## src/rtl/pollerPkg.sv

```systemverilog
package pollerPkg;

  // Strobes from the control half to the datapath half.
  typedef struct packed {
    logic clearToggle;    // hold toggle state at zero
    logic advanceToggle;  // flip toggle state at this edge
    logic showStatus;     // replace status bits on the read bus
    logic eraseMode;      // running operation is an erase
  } pollStrobes_t;

endpackage

```

## src/rtl/pollerCtrl.sv

```systemverilog
module pollerCtrl
  import pollerPkg::*;
(
  input  logic         clk,
  input  logic         rstN,
  input  logic         opBusy,
  input  logic         opIsErase,
  input  logic         readStrobe,
  output pollStrobes_t strobes
);

  logic busyQ;
  logic eraseQ;
  logic startCycle;

  assign startCycle = opBusy & ~busyQ;

  always_ff @(posedge clk or negedge rstN) begin
    if (!rstN) begin
      busyQ  <= 1'b0;
      eraseQ <= 1'b0;
    end else begin
      busyQ <= opBusy;
      if (startCycle) begin
        eraseQ <= opIsErase;
      end
    end
  end

  always_comb begin
    strobes.clearToggle   = ~opBusy;
    strobes.advanceToggle = opBusy & readStrobe;
    strobes.showStatus    = opBusy;
    strobes.eraseMode     = startCycle ? opIsErase : eraseQ;
  end

endmodule

```

## src/rtl/pollerDatapath.sv

```systemverilog
module pollerDatapath
  import pollerPkg::*;
#(
  parameter int DATA_W     = 8,
  parameter int POLL_BIT   = 7,
  parameter int TOGGLE_BIT = 6,
  parameter bit ERASED_VAL = 1'b1
) (
  input  logic              clk,
  input  logic              rstN,
  input  pollStrobes_t      strobes,
  input  logic              loadedPollBit,
  input  logic [DATA_W-1:0] arrayData,
  output logic [DATA_W-1:0] readData
);

  localparam logic ERASE_BUSY_VAL = ~ERASED_VAL;

  logic toggleQ;
  logic pollVal;

  always_ff @(posedge clk or negedge rstN) begin
    if (!rstN) begin
      toggleQ <= 1'b0;
    end else if (strobes.clearToggle) begin
      toggleQ <= 1'b0;
    end else if (strobes.advanceToggle) begin
      toggleQ <= ~toggleQ;
    end
  end

  assign pollVal = strobes.eraseMode ? ERASE_BUSY_VAL : ~loadedPollBit;

  for (genvar i = 0; i < DATA_W; i++) begin : gBit
    if (i == POLL_BIT) begin : gPoll
      assign readData[i] = strobes.showStatus ? pollVal : arrayData[i];
    end else if (i == TOGGLE_BIT) begin : gToggle
      assign readData[i] = strobes.showStatus ? toggleQ : arrayData[i];
    end else begin : gPass
      assign readData[i] = arrayData[i];
    end
  end

endmodule

```

## src/rtl/opStatusPoller.sv

```systemverilog
module opStatusPoller
  import pollerPkg::*;
#(
  parameter int DATA_W     = 8,
  parameter int POLL_BIT   = 7,
  parameter int TOGGLE_BIT = 6
) (
  input  logic              clk,
  input  logic              rstN,
  input  logic              opBusy,
  input  logic              opIsErase,
  input  logic              loadedPollBit,
  input  logic              readStrobe,
  input  logic [DATA_W-1:0] arrayData,
  output logic [DATA_W-1:0] readData
);

  pollStrobes_t strobes;

  pollerCtrl uCtrl (
    .clk        (clk),
    .rstN       (rstN),
    .opBusy     (opBusy),
    .opIsErase  (opIsErase),
    .readStrobe (readStrobe),
    .strobes    (strobes)
  );

  pollerDatapath #(
    .DATA_W     (DATA_W),
    .POLL_BIT   (POLL_BIT),
    .TOGGLE_BIT (TOGGLE_BIT),
    .ERASED_VAL (1'b1)
  ) uData (
    .clk           (clk),
    .rstN          (rstN),
    .strobes       (strobes),
    .loadedPollBit (loadedPollBit),
    .arrayData     (arrayData),
    .readData      (readData)
  );

endmodule

```

## config.mk

```make
export PLATFORM = sky130hd
export DESIGN_NAME = opStatusPoller
export DESIGN_NICKNAME = d
export VERILOG_FILES = /design/src/rtl/pollerPkg.sv /design/src/rtl/pollerCtrl.sv /design/src/rtl/pollerDatapath.sv /design/src/rtl/opStatusPoller.sv
export SDC_FILE = /design/constraint.sdc
export NUM_CORES = 1
export LEC_CHECK = 0
export BUFFER_PORTS_ARGS = -buffer_cell sky130_fd_sc_hd__buf_2
export CORE_AREA = 2 2 39 41
export CTS_CLUSTER_SIZE = 20
export DETAILED_ROUTE_END_ITERATION = 8
export DIE_AREA = 0 0 41 43
export PLACE_DENSITY = 0.39
export SYNTH_ARGS = -nofsm -noshare
export SYNTH_HDL_FRONTEND = slang
export SYNTH_HIERARCHICAL = 1
export SYNTH_SLANG_ARGS = --single-unit
```

## constraint.sdc

```tcl
create_clock -name clk -period 2.6 [get_ports clk]
set_input_delay 0.13 -clock clk [delete_from_list [all_inputs] [get_ports clk]]
set_output_delay 0.13 -clock clk [all_outputs]
set_load 0.03 [all_outputs]
```

After elaboration in Yosys (flattened, before gate mapping). Index checks and enable logic that the tools add are counted. Widths: inputs -> output; s select.

Muxes and demuxes: 6. Equality and inequality tests: 1. Bitwise operators: 5.

Operator list (count): $mux 1 (6); $not 1->1 (3); $and 1x1->1 (2); $ne 2x1->1 const B (1).

Bits of input ports: 14. Register bits after elaboration: 3. Output and inout port bits: 8. Logic and storage cells: 15.

Longest topological paths before layout. Gate-level depths: netlist (run 1).

Word-level depth: 5. Gate-level depth with buffers: 4. Depth with buffers taken out: 4.

Hierarchy. Netlist (run 1), hierarchy kept.

Modules (own cells, without submodules): pollerDatapath (sequential area each 25.0 um2, cells an instance 12, area an instance 108.9 um2, instances 1); pollerCtrl (sequential area each 50.0 um2, cells an instance 7, area an instance 88.8 um2, instances 1).

Worst setup path after synthesis (run 1). Ideal clock, no wire load.

Path type: flip-flop to output port. Start point: reg uCtrl.busyQ. End point: out readData[7]. Cell stages (with the launch flop): 5. Required time: 2.470 ns. Path buffers: 0. Data arrival time: 1.101 ns. Path slack: 1.369 ns. Cells stage by stage: dfrtp_1 nand2b_1 mux2_4 nor2_1 mux2_2.

RTL lines: start, declared (line pollerCtrl.sv:12) `logic busyQ;`; start signal, assigned (line pollerCtrl.sv:23) `busyQ <= opBusy;`; end, declared (line opStatusPoller.sv:15) `output logic [DATA_W-1:0] readData`.

==> results of run 1 <==
[where the power goes]
part	internal, uW	switching (uW)	leakage, uW
registers	51.3	1.71	0.0000366
clock network	57.5	24.0	0.0000150
logic	15.3	14.4	0.0000739
[worst max-delay path, cell delays in order (launching register included)]
cell	delay, ns
dfrtp_1	0.34
nand2b_1	0.15
mux2_4	0.31
nor2_1	0.11
mux2_2	0.15
buf_2	0.18
[final cells by class]
class | count | area share [%]
multi-input cells | 8 | 26.9
inverters | 1 | 1.52
flip-flops and latches | 3 | 30.5
clock buffers | 4 | 10.7
repair buffers | 10 | 22.3
well taps | 16 | 8.12
[cell families (layout without fill, tap and decap cells)]
family	after synthesis	count (layout)	share of synthesized area, %
buffers and inverters	8	15	28.5
flip-flops	3	3	38.0
XOR/XNOR	1	1	4.43
AND/OR/NAND/NOR	4	4	10.1
multiplexers	3	3	19.0
[per-layer routing]
| metal | global-route usage, % | vias to the layer above | part of all wire (%) |
|---|---|---|---|
| met2 | 4.38 | 8 | 39 |
| met3 | 2.09 | 0 | 10 |
| met5 | 0 | - | 0 |
| li1 | - | 65 | - |
| met1 | 4.84 | 53 | 51 |
| met4 | 6.00 | 0 | 0 |
[path summary, 6_finish.rpt]
kind	to	slack [ns]	cells past startpoint
max	readData[7]	1.0	5
min	uCtrl/busyQ$_DFF_PN0_	0.09	1
max reg2reg	uCtrl/eraseQ$_DFF_PN0_	1.69	2
min reg2reg	uCtrl/eraseQ$_DFF_PN0_	0.49	1
max in group asynchronous	uData/toggleQ$_DFFE_PN0P_	2.27	2
min in group asynchronous	uCtrl/eraseQ$_DFF_PN0_	0.22	2
[registers in the layout, summed over array words and instances (netlist names)]
register	flops
uCtrl/eraseQ	1
uCtrl/busyQ	1
uData/toggleQ	1
[cells in the final DEF (no fill, tap or decap)]
cell	count
mux2_2	2
clkbuf_1	1
nor2_1	2
clkbuf_4	3
buf_2	9
mux2_4	1
and2_1	1
dlygate4sd3_1	1
dfrtp_1	3
inv_1	1
nand2b_1	1
xnor2_1	1
[through the flow]
stage | utilization [%] | setup slack (ns) | power (uW) | area (sq um)
global route | 17.8 | 0.931 | 179 | 246
CTS | 17.8 | 0.977 | 170 | 246
detailed placement | 15.2 | 1.23 | 82.5 | 210
finish | 17.8 | 0.997 | 164 | 246
global placement | 15.2 | 1.26 | 81.9 | 210
floorplan | - | 1.37 | 90.2 | 198
[timing repair]
action	4_1_cts	5_1_grt
buffers inserted	0	0
hold buffers	1	0
hold endpoints to repair	3	0
==> results.toml, run 1 <==
[yosys]
ys.flop_type = "dfrtp_1"
yosysWarnings = 6
synth-seq-cells = 3
yosysTopAreaCellShare_pct = 38.0
yosysSeqAreaShare_pct = 38.0
netlist_area_sq_um = 198
yosysMostFrequentCell = "buf_4"
yosys-top-cells-count = "7 x buf_4, 3 x dfrtp_1, 2 x mux2_2, 2 x nor2_1"
synth_nets = 33
synth_top_cell_by_area = "dfrtp_1"
synth_cells = 19
synth.area.top_cells = "dfrtp_1 38%, buf_4 27%, mux2_2 11%"
synth-async-reset-ratio_pct = 100
synth_edf_count = 0
syn_area_per_cell_sq_um = 10.4
ys_types = 9

[sta]
tightest_slew_ns = 0.159
relSlewSlack_pct = 89.5
slew_viol_final = 0
fin_tns_setup_ns = 0
hold_viol = 0
holdWs_ns = 0.0905
setup_viol = 0
fin_skew_ns = 0.00535
rsz0062_at_grt = "false"
fin_crit_ns = 1.60
fmax_mhz = 624
min_period_over_period_pct = 61.6

[floorplan]
core_sq_um = 1380
io_pins = 22
die_w_um = 41
rows = 14
dieArea_sq_um = 1760
start_util_pct = 14.3
die_h_um = 43

[global_routing]
grt_antenna_before_repair = 0
grt_pass1_vias = 123
grt_first_pass_wirelength_um = 455
grt_util_all_layers_pct = 4.22
grt_start_max_net_pins = 7
globalRouteOverflowTotal = 0

[cts]
cts_root_buf = "clkbuf_4"
worst_skew_pair.late_latency_ns = 0.23
htreeDepth = 1
clk_pin_slew_ns = 0.03
cts_tree = "done"
numCtsBuffers = 3
cts_resized = 0
cts_max_path_buffers = 2
cts_sinks = 3

[layout]
syn_to_final_growth_pct = 24.7
fill_cells = 155
multi_input_comb_area_sq_um = 66.3
final_cells = 42
layout-drive-gt1-share_pct = 57.7
antenna_cells = 0
seq_area_sq_um = 75.1
fin_nets = 41

[critical_path]
crit_arrival_ns = 1.47
rr_startpoint = "uCtrl/busyQ$_DFF_PN0_"
end_kind = "primary output"
worst_setup_path_start_kind = "flop"
crit_start = "uCtrl/busyQ$_DFF_PN0_"
path_max_fanout = 2
critPathKind = "reg2out"
cp_data_required_time_ns = 2.47

[route]
drc_errors = 0
viasPerCell = 3.00
wire_per_inst_um = 8.60
ant_nets = 0
dr.pass1.iters = 2
vias = 126
drt_wl_total_um = 361
first_iter_violations = 2

[run]
cap_violations = 0

[placement]
dp_cells = 37
portBuffers = 9
gp_congestion = 0.543

[power]
ir_drop_mv = 0.0986
power_leakage_uw = 0.000126
power_density_nw_per_um2 = 666

[min_path]
hp-class = "in2reg"
hold_path.startpoint = "opBusy"

[status]
status = "completed"
No activity file was read; power rests on OpenSTA's default activity.
==> inputs of run 2 (changes only) <==
clock period = 1.5 ns   (was 2.6 ns; I/O delays follow)
==> run 2 against run 1 <==
  * Wire length grew 13%
  * Sequential share of layout area fell by 2.3 points
  * Hold slack lost 0.045 ns
  * Highest routed layer is now met4
==> results.toml, run 2 (synthesis gave the netlist of run 1 again) <==
[floorplan]
core_sq_um = 1380
rows = 14
io_pins = 22
dieArea_sq_um = 1760
die_h_um = 43
start_util_pct = 14.3
die_w_um = 41

[layout]
reg_top3 = "uCtrl/busyQ (1), uCtrl/eraseQ (1), uData/toggleQ (1)"
antenna_cells = 0
layout-drive-gt1-share_pct = 65.4
final_common_cell = "buf_2"
syn_to_final_growth_pct = 34.8
fin_nets = 41
fill_cells = 158
layout_common_cells = "8 x buf_2, 3 x clkbuf_4, 3 x dfrtp_1"
fin_area_sq_um = 267

[sta]
min_period_over_period_pct = 96.6
tightest_slew_ns = 0.148
slew_viol_final = 0
rsz0062_at_grt = "true"
setup_viol = 0
holdWs_ns = 0.0453
relSlewSlack_pct = 90.2
fin_skew_ns = 0.0000383
hold_viol = 0
fin_crit_ns = 1.45
fmax_mhz = 690

[critical_path]
worst_setup_path_start_kind = "flop"
end_kind = "primary output"
crit_arrival_ns = 1.37
cp_data_required_time_ns = 1.42
crit_path_frequent_cell = "mux2_4"
crit_family = "multiplexers"
slowest_delay_ns = 0.35
cp.buffers_inverters = 1
critPathKind = "reg2out"
cp_cell_sequence = "nand2b_4 -> mux2_4 -> nor2_2 -> mux2_4 -> buf_6"
cp_slowest_cell = "dfrtp_1"
path_max_fanout = 2

[cts]
worst_skew_pair.late_latency_ns = 0.24
clk_pin_slew_ns = 0.04
cts_root_buf = "clkbuf_4"
htreeDepth = 1
cts_max_path_buffers = 2
cts_tree = "done"
cts_sinks = 3
numCtsBuffers = 3

[route]
drc_errors = 0
vias = 130
drt_wl_total_um = 409
dr.pass1.iters = 3
wire_per_inst_um = 9.74
first_iter_violations = 2
viasPerCell = 3.10
ant_nets = 0

[power]
ir_drop_mv = 0.297
power_density_nw_per_um2 = 1140
power_leakage_uw = 0.000137

[placement]
dpl_cell_area_sq_um = 210
gp_congestion = 0.538
portBuffers = 9

[global_routing]
grt_antenna_before_repair = 0
grt_start_max_net_pins = 7
grt_first_pass_wirelength_um = 531
globalRouteOverflowTotal = 0
grt_pass1_vias = 127
grt_util_all_layers_pct = 5.73

[run]
cap_violations = 0

[status]
status = "completed"

[min_path]
hp-class = "in2reg"
[run 2: path summary, 6_finish.rpt]
| check | start | to | slack [ns] | cells past startpoint |
|---|---|---|---|---|
| worst min-delay path | opBusy | uCtrl/busyQ$_DFF_PN0_ | 0.05 | 1 |
| worst max register to register | uCtrl/busyQ$_DFF_PN0_ | uCtrl/eraseQ$_DFF_PN0_ | 0.59 | 2 |
| max in group asynchronous | rstN | uCtrl/eraseQ$_DFF_PN0_ | 1.24 | 2 |
| min in group asynchronous | rstN | uData/toggleQ$_DFFE_PN0P_ | 0.16 | 2 |
| worst min register to register | uCtrl/eraseQ$_DFF_PN0_ | uCtrl/eraseQ$_DFF_PN0_ | 0.50 | 1 |
| worst max-delay path | uCtrl/busyQ$_DFF_PN0_ | readData[7] | 0.05 | 5 |
[run 2: routing by layer]
| metal | share of wire, % | routed length, um | global-route usage, % | vias to the layer above |
|---|---|---|---|---|
| met5 | 0 | 0 | 0 | - |
| li1 | - | - | - | 66 |
| met2 | 27 | 112 | 4.38 | 11 |
| met1 | 45 | 185 | 5.83 | 48 |
| met4 | 6.1 | 25 | 8.00 | 0 |
| met3 | 21 | 86 | 6.81 | 5 |
[run 2: report_power, final]
part	switching [uW]	internal (uW)	total, uW	leakage [uW]
Clock	50.9	100	151	0.0000150
Combinational	27.9	33.4	61.2	0.0000853
Sequential	2.93	88.9	91.8	0.0000366
Total	81.7	223	304	0.000137
[run 2: area by class of cell]
class	instances	area, sq um	share of cell area, %
timing repair buffer	10	61.3	23.0
clock buffer	4	26.3	9.86
tap	16	20.0	7.51
inverter	1	3.75	1.41
sequential	3	75.1	28.2
multi-input combinational	8	80.1	30.0
[run 2: what timing repair did]
item | in CTS | in global routing
pin swaps | 0 | 1
setup buffers | 0 | 0
endpoints found under the hold margin | 3 | 0
endpoints found under the setup margin | 1 | 1
gates resized for setup | 5 | 0
hold buffers | 1 | 0
[run 2: worst register-to-register path, delay by kind of cell (launching register included)]
kind          cells  cell delay [ns]
simple gates      1             0.13
mux               1             0.30
flops             1             0.35
[run 2: stage by stage]
step / setup TNS [ns] / worst slack [ns] / power [uW] / std cells / utilization (%)
3_3_place_gp: 0 / 0.218 / 142 / 37 / 15.2
3_5_place_dp: 0 / 0.208 / 143 / 37 / 15.2
5_1_grt: -0.00188 / -0.00188 / 328 / 42 / 19.3
4_1_cts: 0 / 0.0140 / 313 / 42 / 19.3
6_report: 0 / 0.0516 / 304 / 42 / 19.3
2_1_floorplan: 0 / 0.324 / 156 / 19 / -
==> inputs of run 3 (changes only) <==
CORE_AREA = 10 10 47 49   (was 2 2 39 41)
CTS_BUF_LIST = sky130_fd_sc_hd__clkbuf_16   (was default)
DIE_AREA = 0 0 57 59   (was 0 0 41 43)
==> run 3 against run 2 <==
  * Sequential power hardly changed
  * Via count is 18% higher
  * Die area is 91% higher
  * Sequential cell count stayed put
  * Wire length is 9.8% higher
  * Clock skew hardly changed
  * Critical endpoint unchanged
==> results.toml, run 3 (synthesis gave the netlist of run 1 again) <==
[sta]
min_period_over_period_pct = 96.1
fin_crit_ns = 1.44
slew_viol_final = 0
rsz0062_at_grt = "false"
fmax_mhz = 694
fin_skew_ns = 0.000520
fin_tns_setup_ns = 0
relSlewSlack_pct = 89.4
setup_viol = 0
hold_viol = 0
tightest_slew_ns = 0.161
layout_setup_ws_ns = 0.0590

[route]
ant_nets = 0
first_iter_violations = 1
wire_per_inst_um = 10.4
drt_wl_total_um = 449
dr.pass1.iters = 2
viasPerCell = 3.56
drc_errors = 0
vias = 153

[critical_path]
path_max_fanout = 2
cp_cell_sequence = "nand2b_1 -> mux2_4 -> nor2_2 -> mux2_4 -> buf_6"
cp_slowest_cell = "dfrtp_1"
critPathKind = "reg2out"
reg2reg_to = "uCtrl/eraseQ$_DFF_PN0_"
crit_family = "multiplexers"
crit_path_frequent_cell = "mux2_4"
rrSetupSlack_ns = 0.46
worst_setup_path_start_kind = "flop"
crit_arrival_ns = 1.37
cp_data_required_time_ns = 1.42
end_kind = "primary output"
cp.buffers_inverters = 1
slowest_delay_ns = 0.34
ff2ff_path_depth = 3
rr_startpoint = "uCtrl/busyQ$_DFF_PN0_"

[global_routing]
globalRouteOverflowTotal = 0
grt_pass1_vias = 164
grt_antenna_before_repair = 0
grt_first_pass_wirelength_um = 703
grt_util_all_layers_pct = 3.15
grt_start_max_net_pins = 7

[cts]
htreeDepth = 1
clk_pin_slew_ns = 0.03
cts_tree = "done"
cts_max_path_buffers = 2
numCtsBuffers = 3
cts_sinks = 3
cts_root_buf = "clkbuf_16"
worst_skew_pair.late_latency_ns = 0.22

[power]
power_leakage_uw = 0.000163
seqPwrFrac_pct = 16.0
ir_drop_mv = 0.642
power_switching_uw = 104
p_comb_share_pct = 11.2
total_power_uw = 574
clockPowerShare_pct = 72.8
p_int_uw = 469
swShare_pct = 18.2
power_density_nw_per_um2 = 1800

[floorplan]
die_h_um = 59
io_pins = 22
core_sq_um = 1400
die_w_um = 57
rows = 14
dieArea_sq_um = 3360
start_util_pct = 14.1

[layout]
fin_nets = 42
layout_common_cells = "8 x buf_2, 3 x clkbuf_16, 3 x dfrtp_1"
seq_area_sq_um = 75.1
final_common_cell = "buf_2"
syn_to_final_growth_pct = 61.4
fill_cells = 161
layout-drive-gt1-share_pct = 63.0
reg_top3 = "uCtrl/busyQ (1), uCtrl/eraseQ (1), uData/toggleQ (1)"
multi_input_comb_area_sq_um = 72.6
antenna_cells = 0

[status]
status = "completed"

[min_path]
hp-class = "in2reg"
hold_path.startpoint = "opBusy"
whs_path_depth = 1
whs_endpoint = "uCtrl/busyQ$_DFF_PN0_"

[run]
cap_violations = 0

[placement]
portBuffers = 9
dp_slack_ns = 0.217
gp_congestion = 0.613
## run 3: cell count changes in the layout (fill, tap and decap cells not counted), sizes merged
cell	before	now
buf	9	10
clkbuf	4	3
inv	1	2
## run 3: what timing repair did
item | CTS | global route
pin swaps | 0 | 1
hold endpoints to repair | 3 | 0
gates cloned | 0 | 0
hold buffers | 1 | 0
setup endpoints to repair | 1 | 1
resized for setup | 1 | 3
buffers inserted | 0 | 1
## run 3: worst max path at each step
| stage | start | slack (ns) | endpoint | cells past startpoint |
|---|---|---|---|---|
| after floorplan | uCtrl/busyQ$_DFF_PN0_ | 0.32 | readData[7] | 4 |
| after global placement | uCtrl/busyQ$_DFF_PN0_ | 0.23 | readData[7] | 5 |
| after detailed placement | uCtrl/busyQ$_DFF_PN0_ | 0.22 | readData[7] | 5 |
| after CTS | uCtrl/busyQ$_DFF_PN0_ | 0.01 | readData[7] | 5 |
| after global routing | uCtrl/busyQ$_DFF_PN0_ | 0.02 | readData[7] | 5 |
| final | uCtrl/busyQ$_DFF_PN0_ | 0.06 | readData[7] | 5 |
## run 3: layout make-up
cell class / count / share of cell area (%)
Sequential cell: 3 / 23.5
Clock buffer: 3 / 23.5
Multi-Input combinational cell: 8 / 22.7
Timing Repair Buffer: 11 / 21.6
Tap cell: 16 / 6.27
Clock inverter: 1 / 1.18
Inverter: 1 / 1.18
## run 3: power by group through the flow
| stage | sequential [uW] | combinational, uW | clock, uW |
|---|---|---|---|
| after floorplan | 92.0 | 64.4 | 0 |
| after global placement | 92.4 | 50.1 | 0 |
| after detailed placement | 92.6 | 51.0 | 0 |
| after CTS | 91.7 | 54.8 | 427 |
| after global routing | 92.6 | 70.4 | 435 |
| final | 91.7 | 64.4 | 417 |
## run 3: per-stage QoR
| stage | hold WS (ns) | instances | cell area [sq um] | util, % |
|---|---|---|---|---|
| finish | 0.0444 | 43 | 319 | 22.8 |
| global route | 0.0468 | 43 | 319 | 22.8 |
| CTS | 0.0345 | 42 | 302 | 21.5 |
| detailed placement | -0.127 | 37 | 210 | 15.0 |
| global placement | -0.128 | 37 | 210 | 15.0 |
| floorplan | -0.221 | 19 | 198 | - |
## run 3: routing by layer
layer	vias to the layer above	track usage [%]	part of all wire (%)
li1	67	-	-
met1	74	1.78	24
met2	6	4.34	57
met3	6	2.79	11
met4	0	5.70	7.3
met5	-	0	0
